<file path="config.mk">
export PLATFORM = sky130hd
export DESIGN_NAME = arx_box_iter
export DESIGN_NICKNAME = d
export VERILOG_FILES = /design/src/rtl/arx_pkg.sv /design/src/rtl/arx_round.sv /design/src/rtl/arx_ctrl.sv /design/src/rtl/arx_state.sv /design/src/rtl/arx_box_iter.sv
export SDC_FILE = /design/constraint.sdc
export NUM_CORES = 1
export LEC_CHECK = 0
export BUFFER_PORTS_ARGS = -buffer_cell sky130_fd_sc_hd__buf_2
export CAP_MARGIN = 0
export CORE_MARGIN = 5
export CORE_UTILIZATION = 45
export CTS_CLUSTER_DIAMETER = 40
export CTS_CLUSTER_SIZE = 16
export DETAILED_ROUTE_END_ITERATION = 12
export HOLD_SLACK_MARGIN = 0.05
export PLACE_DENSITY_LB_ADDON = 0.15
export SLEW_MARGIN = 20
export SYNTH_ARGS = -nofsm -noshare
export SYNTH_HDL_FRONTEND = slang
export SYNTH_SLANG_ARGS = --single-unit
</file>
<file path="constraint.sdc">
create_clock -name clk -period 6.7 [get_ports clk]
set_input_delay 1.34 -clock clk [delete_from_list [all_inputs] [get_ports clk]]
set_output_delay 1.34 -clock clk [all_outputs]
set_load 0.01 [all_outputs]
</file>
<file path="src/rtl/arx_pkg.sv">
package arx_pkg;

   localparam int ARX_ROUNDS = 4;

   // additive rotation amount for each round
   function automatic int rot_add(input int r);
      case (r)
         0:       return 31;
         1:       return 17;
         2:       return 0;
         default: return 24;
      endcase
   endfunction

   // rotation applied to the fresh sum before it is folded into y
   function automatic int rot_mix(input int r);
      case (r)
         0:       return 24;
         1:       return 17;
         2:       return 31;
         default: return 16;
      endcase
   endfunction

endpackage

</file>
<file path="src/rtl/arx_round.sv">
module arx_round #(
   parameter int W      = 32,
   parameter int NR     = 4,
   parameter int IDX_W  = 2
) (
   input  logic [W-1:0]     x_i,
   input  logic [W-1:0]     y_i,
   input  logic [W-1:0]     c_i,
   input  logic [IDX_W-1:0] rnd_i,
   output logic [W-1:0]     x_o,
   output logic [W-1:0]     y_o
);

   logic [W-1:0] y_rot [NR];
   logic [W-1:0] s_rot [NR];
   logic [W-1:0] y_sel;
   logic [W-1:0] sum_w;
   logic [W-1:0] s_sel;

   // one rotated copy of y and of the sum per round; each is plain wiring
   for (genvar r = 0; r < NR; r++) begin : g_rot
      localparam int RA = arx_pkg::rot_add(r) % W;
      localparam int RB = arx_pkg::rot_mix(r) % W;
      if (RA == 0) begin : g_a_none
         assign y_rot[r] = y_i;
      end else begin : g_a_some
         assign y_rot[r] = {y_i[RA-1:0], y_i[W-1:RA]};
      end
      if (RB == 0) begin : g_b_none
         assign s_rot[r] = sum_w;
      end else begin : g_b_some
         assign s_rot[r] = {sum_w[RB-1:0], sum_w[W-1:RB]};
      end
   end

   always_comb begin
      y_sel = y_rot[0];
      s_sel = s_rot[0];
      for (int r = 1; r < NR; r++) begin
         if (rnd_i == IDX_W'(r)) begin
            y_sel = y_rot[r];
            s_sel = s_rot[r];
         end
      end
   end

   assign sum_w = x_i + y_sel;
   assign y_o   = y_i ^ s_sel;
   assign x_o   = sum_w ^ c_i;

endmodule

</file>
<file path="src/rtl/arx_ctrl.sv">
module arx_ctrl #(
   parameter int NR    = 4,
   parameter int IDX_W = 2
) (
   input  logic             clk,
   input  logic             rst_n,
   input  logic             start,
   output logic             load,
   output logic             step,
   output logic             busy,
   output logic             done,
   output logic [IDX_W-1:0] rnd
);

   localparam logic [IDX_W-1:0] LAST = IDX_W'(NR - 1);

   assign load = start && !busy;
   assign step = busy;

   always_ff @(posedge clk or negedge rst_n) begin
      if (!rst_n) begin
         busy <= 1'b0;
         done <= 1'b0;
         rnd  <= '0;
      end else if (load) begin
         busy <= 1'b1;
         done <= 1'b0;
         rnd  <= '0;
      end else if (busy) begin
         rnd <= rnd + 1'b1;
         if (rnd == LAST) begin
            busy <= 1'b0;
            done <= 1'b1;
         end
      end
   end


   rnd_advance_chk: assert property (@(posedge clk) disable iff (!rst_n)
      busy && rnd != LAST |=> busy && rnd == IDX_W'($past(rnd) + 1'b1));


   done_after_last_chk: assert property (@(posedge clk) disable iff (!rst_n)
      $rose(done) |-> $past(busy) && $past(rnd) == LAST);


   busy_done_excl_chk: assert property (@(posedge clk) disable iff (!rst_n)
      !(busy && done));


   restart_chk: assert property (@(posedge clk) disable iff (!rst_n)
      start && !busy |=> busy && !done && rnd == '0);

endmodule

</file>
<file path="src/rtl/arx_state.sv">
module arx_state #(
   parameter int W = 32
) (
   input  logic         clk,
   input  logic         rst_n,
   input  logic         load,
   input  logic         step,
   input  logic         start,
   input  logic [W-1:0] x_ld,
   input  logic [W-1:0] y_ld,
   input  logic [W-1:0] c_ld,
   input  logic [W-1:0] x_nx,
   input  logic [W-1:0] y_nx,
   output logic [W-1:0] x_q,
   output logic [W-1:0] y_q,
   output logic [W-1:0] c_q
);

   always_ff @(posedge clk or negedge rst_n) begin
      if (!rst_n) begin
         x_q <= '0;
         y_q <= '0;
         c_q <= '0;
      end else if (load) begin
         x_q <= x_ld;
         y_q <= y_ld;
         c_q <= c_ld;
      end else if (step) begin
         x_q <= x_nx;
         y_q <= y_nx;
      end
   end


   const_kept_chk: assert property (@(posedge clk) disable iff (!rst_n)
      step && start |=> c_q == $past(c_q));

endmodule

</file>
<file path="src/rtl/arx_box_iter.sv">
module arx_box_iter #(
   parameter int WORD_W     = 32,
   parameter int NUM_ROUNDS = arx_pkg::ARX_ROUNDS
) (
   input  logic              clk,
   input  logic              rst_n,
   input  logic              start,
   input  logic [WORD_W-1:0] x_in,
   input  logic [WORD_W-1:0] y_in,
   input  logic [WORD_W-1:0] c_in,
   output logic [WORD_W-1:0] x_out,
   output logic [WORD_W-1:0] y_out,
   output logic              done
);

   localparam int IDX_W = (NUM_ROUNDS > 1) ? $clog2(NUM_ROUNDS) : 1;

   if (WORD_W != 32) begin : g_bad_width
      $error("arx_box_iter: rotation schedule is defined for 32-bit words");
   end
   if (NUM_ROUNDS != arx_pkg::ARX_ROUNDS) begin : g_bad_rounds
      $error("arx_box_iter: round count must match the rotation schedule");
   end

   logic              load, step, busy;
   logic [IDX_W-1:0]  rnd;
   logic [WORD_W-1:0] x_q, y_q, c_q, x_nx, y_nx;

   arx_ctrl #(.NR(NUM_ROUNDS), .IDX_W(IDX_W)) ctrl_i (
      .clk   (clk),
      .rst_n (rst_n),
      .start (start),
      .load  (load),
      .step  (step),
      .busy  (busy),
      .done  (done),
      .rnd   (rnd)
   );

   arx_state #(.W(WORD_W)) state_i (
      .clk   (clk),
      .rst_n (rst_n),
      .load  (load),
      .step  (step),
      .start (start),
      .x_ld  (x_in),
      .y_ld  (y_in),
      .c_ld  (c_in),
      .x_nx  (x_nx),
      .y_nx  (y_nx),
      .x_q   (x_q),
      .y_q   (y_q),
      .c_q   (c_q)
   );

   arx_round #(.W(WORD_W), .NR(NUM_ROUNDS), .IDX_W(IDX_W)) round_i (
      .x_i   (x_q),
      .y_i   (y_q),
      .c_i   (c_q),
      .rnd_i (rnd),
      .x_o   (x_nx),
      .y_o   (y_nx)
   );

   assign x_out = x_q;
   assign y_out = y_q;


   done_hold_chk: assert property (@(posedge clk) disable iff (!rst_n)
      done && !start |=> done && $stable(x_out) && $stable(y_out));

endmodule

</file>
**Yosys cells after proc, flatten, opt, wreduce, memory -nomap -nowiden**

Index checks and enable logic that the tools add are counted.

- Memory bits (writable): 0
- Bits in latches: 0
- Bits of input ports: 99
- Word-level logic and storage cells: 36
- Register bits: 100
- ROM bits: 0
- Output and inout bits: 65
- Memories kept: 0

- Add/subtract/negate cells: 2
- Bitwise gates (word level): 2
- Div/mod/pow operators: 0
- Multiplexer cells: 18
- Equality and inequality tests: 3
- $lt $le $gt $ge: 0
- Multiply operators: 0
- Reductions and logical operators: 5
- Shift-type cells: 0

Operator list:

| cell | number |
|---|---|
| two-way mux 32 bit | 10 |
| bitwise XOR 32 bit | 2 |
| adder 32 bit | 1 |
| two-way mux 1 bit | 6 |
| equality test 2 bit, second input constant | 2 |
| two-way mux 2 bit | 2 |
| nonzero test 2 bit | 2 |
| adder 2 x 1 -> 2 bit, second input constant | 1 |
| equality test 2 x 1 -> 1 bit, second input constant | 1 |
| AND reduction 2 bit | 1 |
| logical AND 1 bit | 1 |
| zero test 1 bit | 1 |

**Depth between registers and ports, before layout**

- Word-level depth: 11
- Mapped depth: 21

**Hierarchy**

A second synthesis with hierarchy kept.

- Cell total of the unflattened synthesis: 932
- Area, all modules: 9,066.2 µm²

By module, submodules not included:

| module | cells an instance | area each (µm²) | instances |
|---|---|---|---|
| arx_round | 572 | 4,685.7 | 1 |
| arx_state | 345 | 4,189.0 | 1 |
| arx_ctrl | 15 | 191.4 | 1 |

**Worst setup path before layout**

OpenSTA, ideal clock, no wires.

- Path kind: register -> register
- Start point: register ctrl_i.rnd[1]
- End point: register state_i.y_q[26]
- Clock period less this slack: 4,847 ps
- Data required time: 6,574 ps
- Cell stages (with the launch flop): 21
- Arrival: 4,721 ps
- Setup slack: 1,853 ps
- Cell sequence: dfrtp_1 -> inv_1 -> ha_1 -> clkbuf_1 -> buf_1 -> clkbuf_1 -> mux2i_1 -> nor2_1 -> a21oi_1 -> o21ai_0 -> ha_1 -> a21o_1 -> a221o_1 -> a21oi_2 -> nor4_2 -> nor4b_4 -> o21ai_1 -> xnor2_1 -> o221ai_1 -> mux2i_1 -> a221o_1

- Longest elaborated chain between the ends: 11
- Elaborated cells between the ends (all ways): 13

RTL lines:

| item | line | text |
|---|---|---|
| start, declared | arx_ctrl.sv:12 | `output logic [IDX_W-1:0] rnd` |
| start signal, assigned | arx_ctrl.sv:30 | `rnd <= rnd + 1'b1;` |
| equality test 2 x 1 -> 1 bit | arx_round.sv:40 | `if (rnd_i == IDX_W'(r)) begin` |
| two-way mux 32 bit (3 in series) | arx_round.sv:40 |  |
| adder 32 bit | arx_round.sv:47 | `assign sum_w = x_i + y_sel;` |
| two-way mux 32 bit (2 in series) | arx_round.sv:40 |  |
| two-way mux 32 bit (*) | arx_round.sv:40 |  |
| bitwise XOR 32 bit (*) | arx_round.sv:48 | `assign y_o = y_i ^ s_sel;` |
| two-way mux 32 bit (*) | arx_state.sv:28 | `end else if (step) begin` |
| two-way mux 32 bit (*) | arx_state.sv:24 | `end else if (load) begin` |
| end signal, assigned | arx_state.sv:26 | `y_q <= y_ld;` |
| end signal, assigned | arx_state.sv:30 | `y_q <= y_nx;` |
| end, declared | arx_state.sv:15 | `output logic [W-1:0] y_q,` |

Mark *: on every way between the ends. The rest lies on a longest branch, timed or not. The select of a mux whose other input is x is not followed.
A chain may end at the register's enable or synchronous reset.

**Final worst setup path**

- Start point: register ctrl_i.rnd[1]
- End point: register state_i.y_q[5]

The elaborated chain is that of the path after synthesis.

==> run_results.csv <==
group,metric,value,unit
floorplan,die_w,150,um
logic_synthesis,synth_warnings,0,
run,cap_violations,0,
critical_path,end_kind,"flip-flop",
critical_path,regToRegSetupSlack,1.16,ns
critical_path,worst-path-stages,17,
cts,clk_pin_slew,0.08,ns
critical_path,path_cells,"inv_1 -> ha_1 -> mux2i_1 -> nor2_1 -> a21oi_1 -> o21ai_0 -> ha_1 -> nand2_1 -> o21ai_0 -> o211ai_1 -> a2111oi_4 -> nor2_1 -> xor2_1 -> a21oi_1 -> o31ai_1 -> a21oi_1 -> o21ba_2",
timing,relSlewSlack,0.239,
cts,clock_path_buffers,2,
critical_path,max_stage_delay,0.74,ns
placement,place_inst,1499,
logic_synthesis,yosys-top-cells-area,"dfrtp_1, mux2i_1, nand2_1",
floorplan,row_count,51,
global_routing,antenna_found_initial,0,
cts,clkLatencyLatePin,0.36,ns
logic_synthesis,synth_cell_types,74,
cts,cts-hold-fix-buffers,0,
floorplan,start_util,0.456,
floorplan,die_area,22500,um2
global_routing,grt_use_total,0.289,
critical_path,path_max_fanout,15,
critical_path,setup.worst_path.start_class,"flip-flop",
cts,cts_resized,0,
detailed_routing,first_pass_iters,7,
cts,cts.sinks,100,
status,status,"finished, final reports clean",
critical_path,critical_path_class,"reg -> reg",
hold_path,hold_depth,2,
critical_path,arrival,5.80,ns
logic_synthesis,ys_ff_latch,100,
detailed_routing,ant_nets,0,
hold_path,hp-class,"reg -> reg",
detailed_routing,drc,0,
cts,cts-root-buf,"clkbuf_16",
cells_and_area,register_area,2510,um2
detailed_routing,wire_per_inst,21.8,um
global_routing,grt_pass1_vias,8344,
timing,rsz0062_at_grt,"false",
critical_path,crit_required,6.96,ns
critical_path,r2r_cells,17,
timing,hold_viol_final,0,
detailed_routing,routed_wl,32.9,mm
floorplan,io_pins,164,
detailed_routing,vias,9054,
cts,cts_max_level,3,
timing,skew,0.0119,ns
cells_and_area,fin_util,0.525,
global_routing,grt_max_degree,63,
logic_synthesis,synth_top_area_cell,"dfrtp_1",
placement,portBuffers,163,
critical_path,critPathTopFamily,"compound AO/OA/AOI/OAI gates",
logic_synthesis,yosysMostFrequentCell,"nand2_1",
cells_and_area,nNetsFinal,1387,
timing,whs,0.493,ns
placement,place_hpwl,24.6,mm
cells_and_area,drive_above_1_share,0.182,
floorplan,die_y,150,um
logic_synthesis,synth_ff_type,"dfrtp_1",
timing,drv_slew,0,
timing,max_slew.worst_pin.slew,1.14,ns
critical_path,crit_top_cell,"a21oi_1",
logic_synthesis,synth_top_area_frac,0.283,
timing,tns,0,ns
timing,setup_violations,0,
cts,cts_tree,"done",
critical_path,path_buf_inv,1,
logic_synthesis,synth_fp_nets,1277,
logic_synthesis,ys_seq_area_frac,0.283,
floorplan,coreArea,19400,um2
cells_and_area,diodes,0,
cells_and_area,multi_input_area,6000,um2
timing,fmax,180,MHz
logic_synthesis,netlist_area,8840,um2
timing,period_needed,5.54,ns
logic_synthesis,netlist_instances,1135,
logic_synthesis,synth-async-reset-ratio,1.00,
cells_and_area,stdcell_count,1513,
detailed_routing,viasPerCell,5.98,
placement,gp_congestion,1.02,
logic_synthesis,avgSynthCellArea,7.79,um2
critical_path,worst_path_max_delay_cell,"xor2_1",
global_routing,globalRouteOverflowTotal,0,
cells_and_area,fillers,1990,
cts,numCtsBuffers,9,
cts,post_cts_buffers,0,
logic_synthesis,synth-edff-count,0,
detailed_routing,drt_iter0_drc,1166,
logic_synthesis,yosys-top-cells-count,"nand2_1, o21ai_0, dfrtp_1",
timing,timing.final.crit_share,0.827,
global_routing,grt_pass1_wl,50.0,mm
cells_and_area,syn_to_final_growth,15.2,%
==> sequential cells by signal, indices dropped and copies added, names as in the netlist <==
name and count:
ctrl_i.busy 1, ctrl_i.done 1, ctrl_i.rnd 2, state_i.c_q 32
state_i.x_q 32, state_i.y_q 32
==> logic make-up after synthesis <==
logic type,synth area share
simple gates,0.194
compound gates,0.232
flops,0.283
mux,0.107
buf+inv,0.0402
xor+xnor,0.0821
fa+ha+maj,0.0617
==> final timing paths <==
kind	start	endpoint
max in group asynchronous	rst_n	state_i.y_q[4]$_DFFE_PN0P_
setup / recovery	ctrl_i.rnd[1]$_DFFE_PN0P_	state_i.y_q[5]$_DFFE_PN0P_
setup reg to reg	ctrl_i.rnd[1]$_DFFE_PN0P_	state_i.y_q[5]$_DFFE_PN0P_
min in group asynchronous	rst_n	state_i.c_q[18]$_DFFE_PN0P_
hold reg to reg	state_i.c_q[6]$_DFFE_PN0P_	state_i.c_q[6]$_DFFE_PN0P_
hold / removal	state_i.c_q[6]$_DFFE_PN0P_	state_i.c_q[6]$_DFFE_PN0P_
==> worst min-delay path, delay by kind of cell (launching register included) <==
kind / cells / cell delay [ns]
flip-flops: 1 / 0.36
AND/OR/NAND/NOR: 2 / 0.10
==> cell usage in the layout (no fill, tap or decap), types with 4 or more instances in the layout <==
| cell type | synthesis | final |
|---|---|---|
| a211oi_1 | 7 | 7 |
| a21o_1 | 10 | 10 |
| a21oi_1 | 88 | 88 |
| a221o_1 | 7 | 7 |
| a221oi_1 | 7 | 7 |
| a22oi_1 | 6 | 6 |
| a31oi_1 | 5 | 5 |
| a32oi_1 | 4 | 4 |
| and2_1 | 6 | 6 |
| and3_1 | 8 | 8 |
| buf_2 | 4 | 162 |
| buf_4 | 0 | 15 |
| clkbuf_16 | 0 | 9 |
| dfrtp_1 | 100 | 99 |
| ha_1 | 42 | 39 |
| inv_1 | 9 | 9 |
| mux2_2 | 6 | 6 |
| mux2i_1 | 88 | 88 |
| nand2_1 | 230 | 230 |
| nand2b_1 | 8 | 8 |
| nand3_1 | 14 | 14 |
| nand4_1 | 9 | 9 |
| nor2_1 | 78 | 78 |
| nor3_1 | 18 | 18 |
| nor4_1 | 6 | 6 |
| o211ai_1 | 12 | 12 |
| o21a_1 | 5 | 5 |
| o21ai_0 | 107 | 107 |
| o21ai_1 | 4 | 4 |
| o21bai_1 | 6 | 6 |
| o221ai_1 | 6 | 6 |
| o22ai_1 | 13 | 13 |
| or2_2 | 4 | 4 |
| or3_1 | 5 | 5 |
| xnor2_1 | 45 | 45 |
| xor2_1 | 36 | 36 |
==> per-stage QoR <==
step                      worst slack (ns)  instance area [um2]
final                                 1.16                10200
after detailed placement              1.34                 9850
after global routing                 0.878                10200
after CTS                             1.30                10200
after floorplan                       1.85                 8840
after global placement                1.22                 9850
==> layout make-up <==
cell class                 instances  area share
timing repair buffer             179      0.0946
clock buffer                      10      0.0235
multi-input combinational        942       0.589
clock inverter                     4     0.00971
tap                              265      0.0326
sequential                       100       0.246
inverter                          13     0.00479
==> per-layer routing <==
metal / GRT usage / up-vias / share of wire
li1: - / 4269 / -
met1: 0.404 / 4228 / 0.43
met2: 0.441 / 490 / 0.44
met3: 0.0756 / 67 / 0.10
met4: 0.0892 / 0 / 0.027
met5: 0 / - / 0
Power is not shown: default switching activity piles up to over one toggle a cycle in this logic, so the estimate is an artifact.
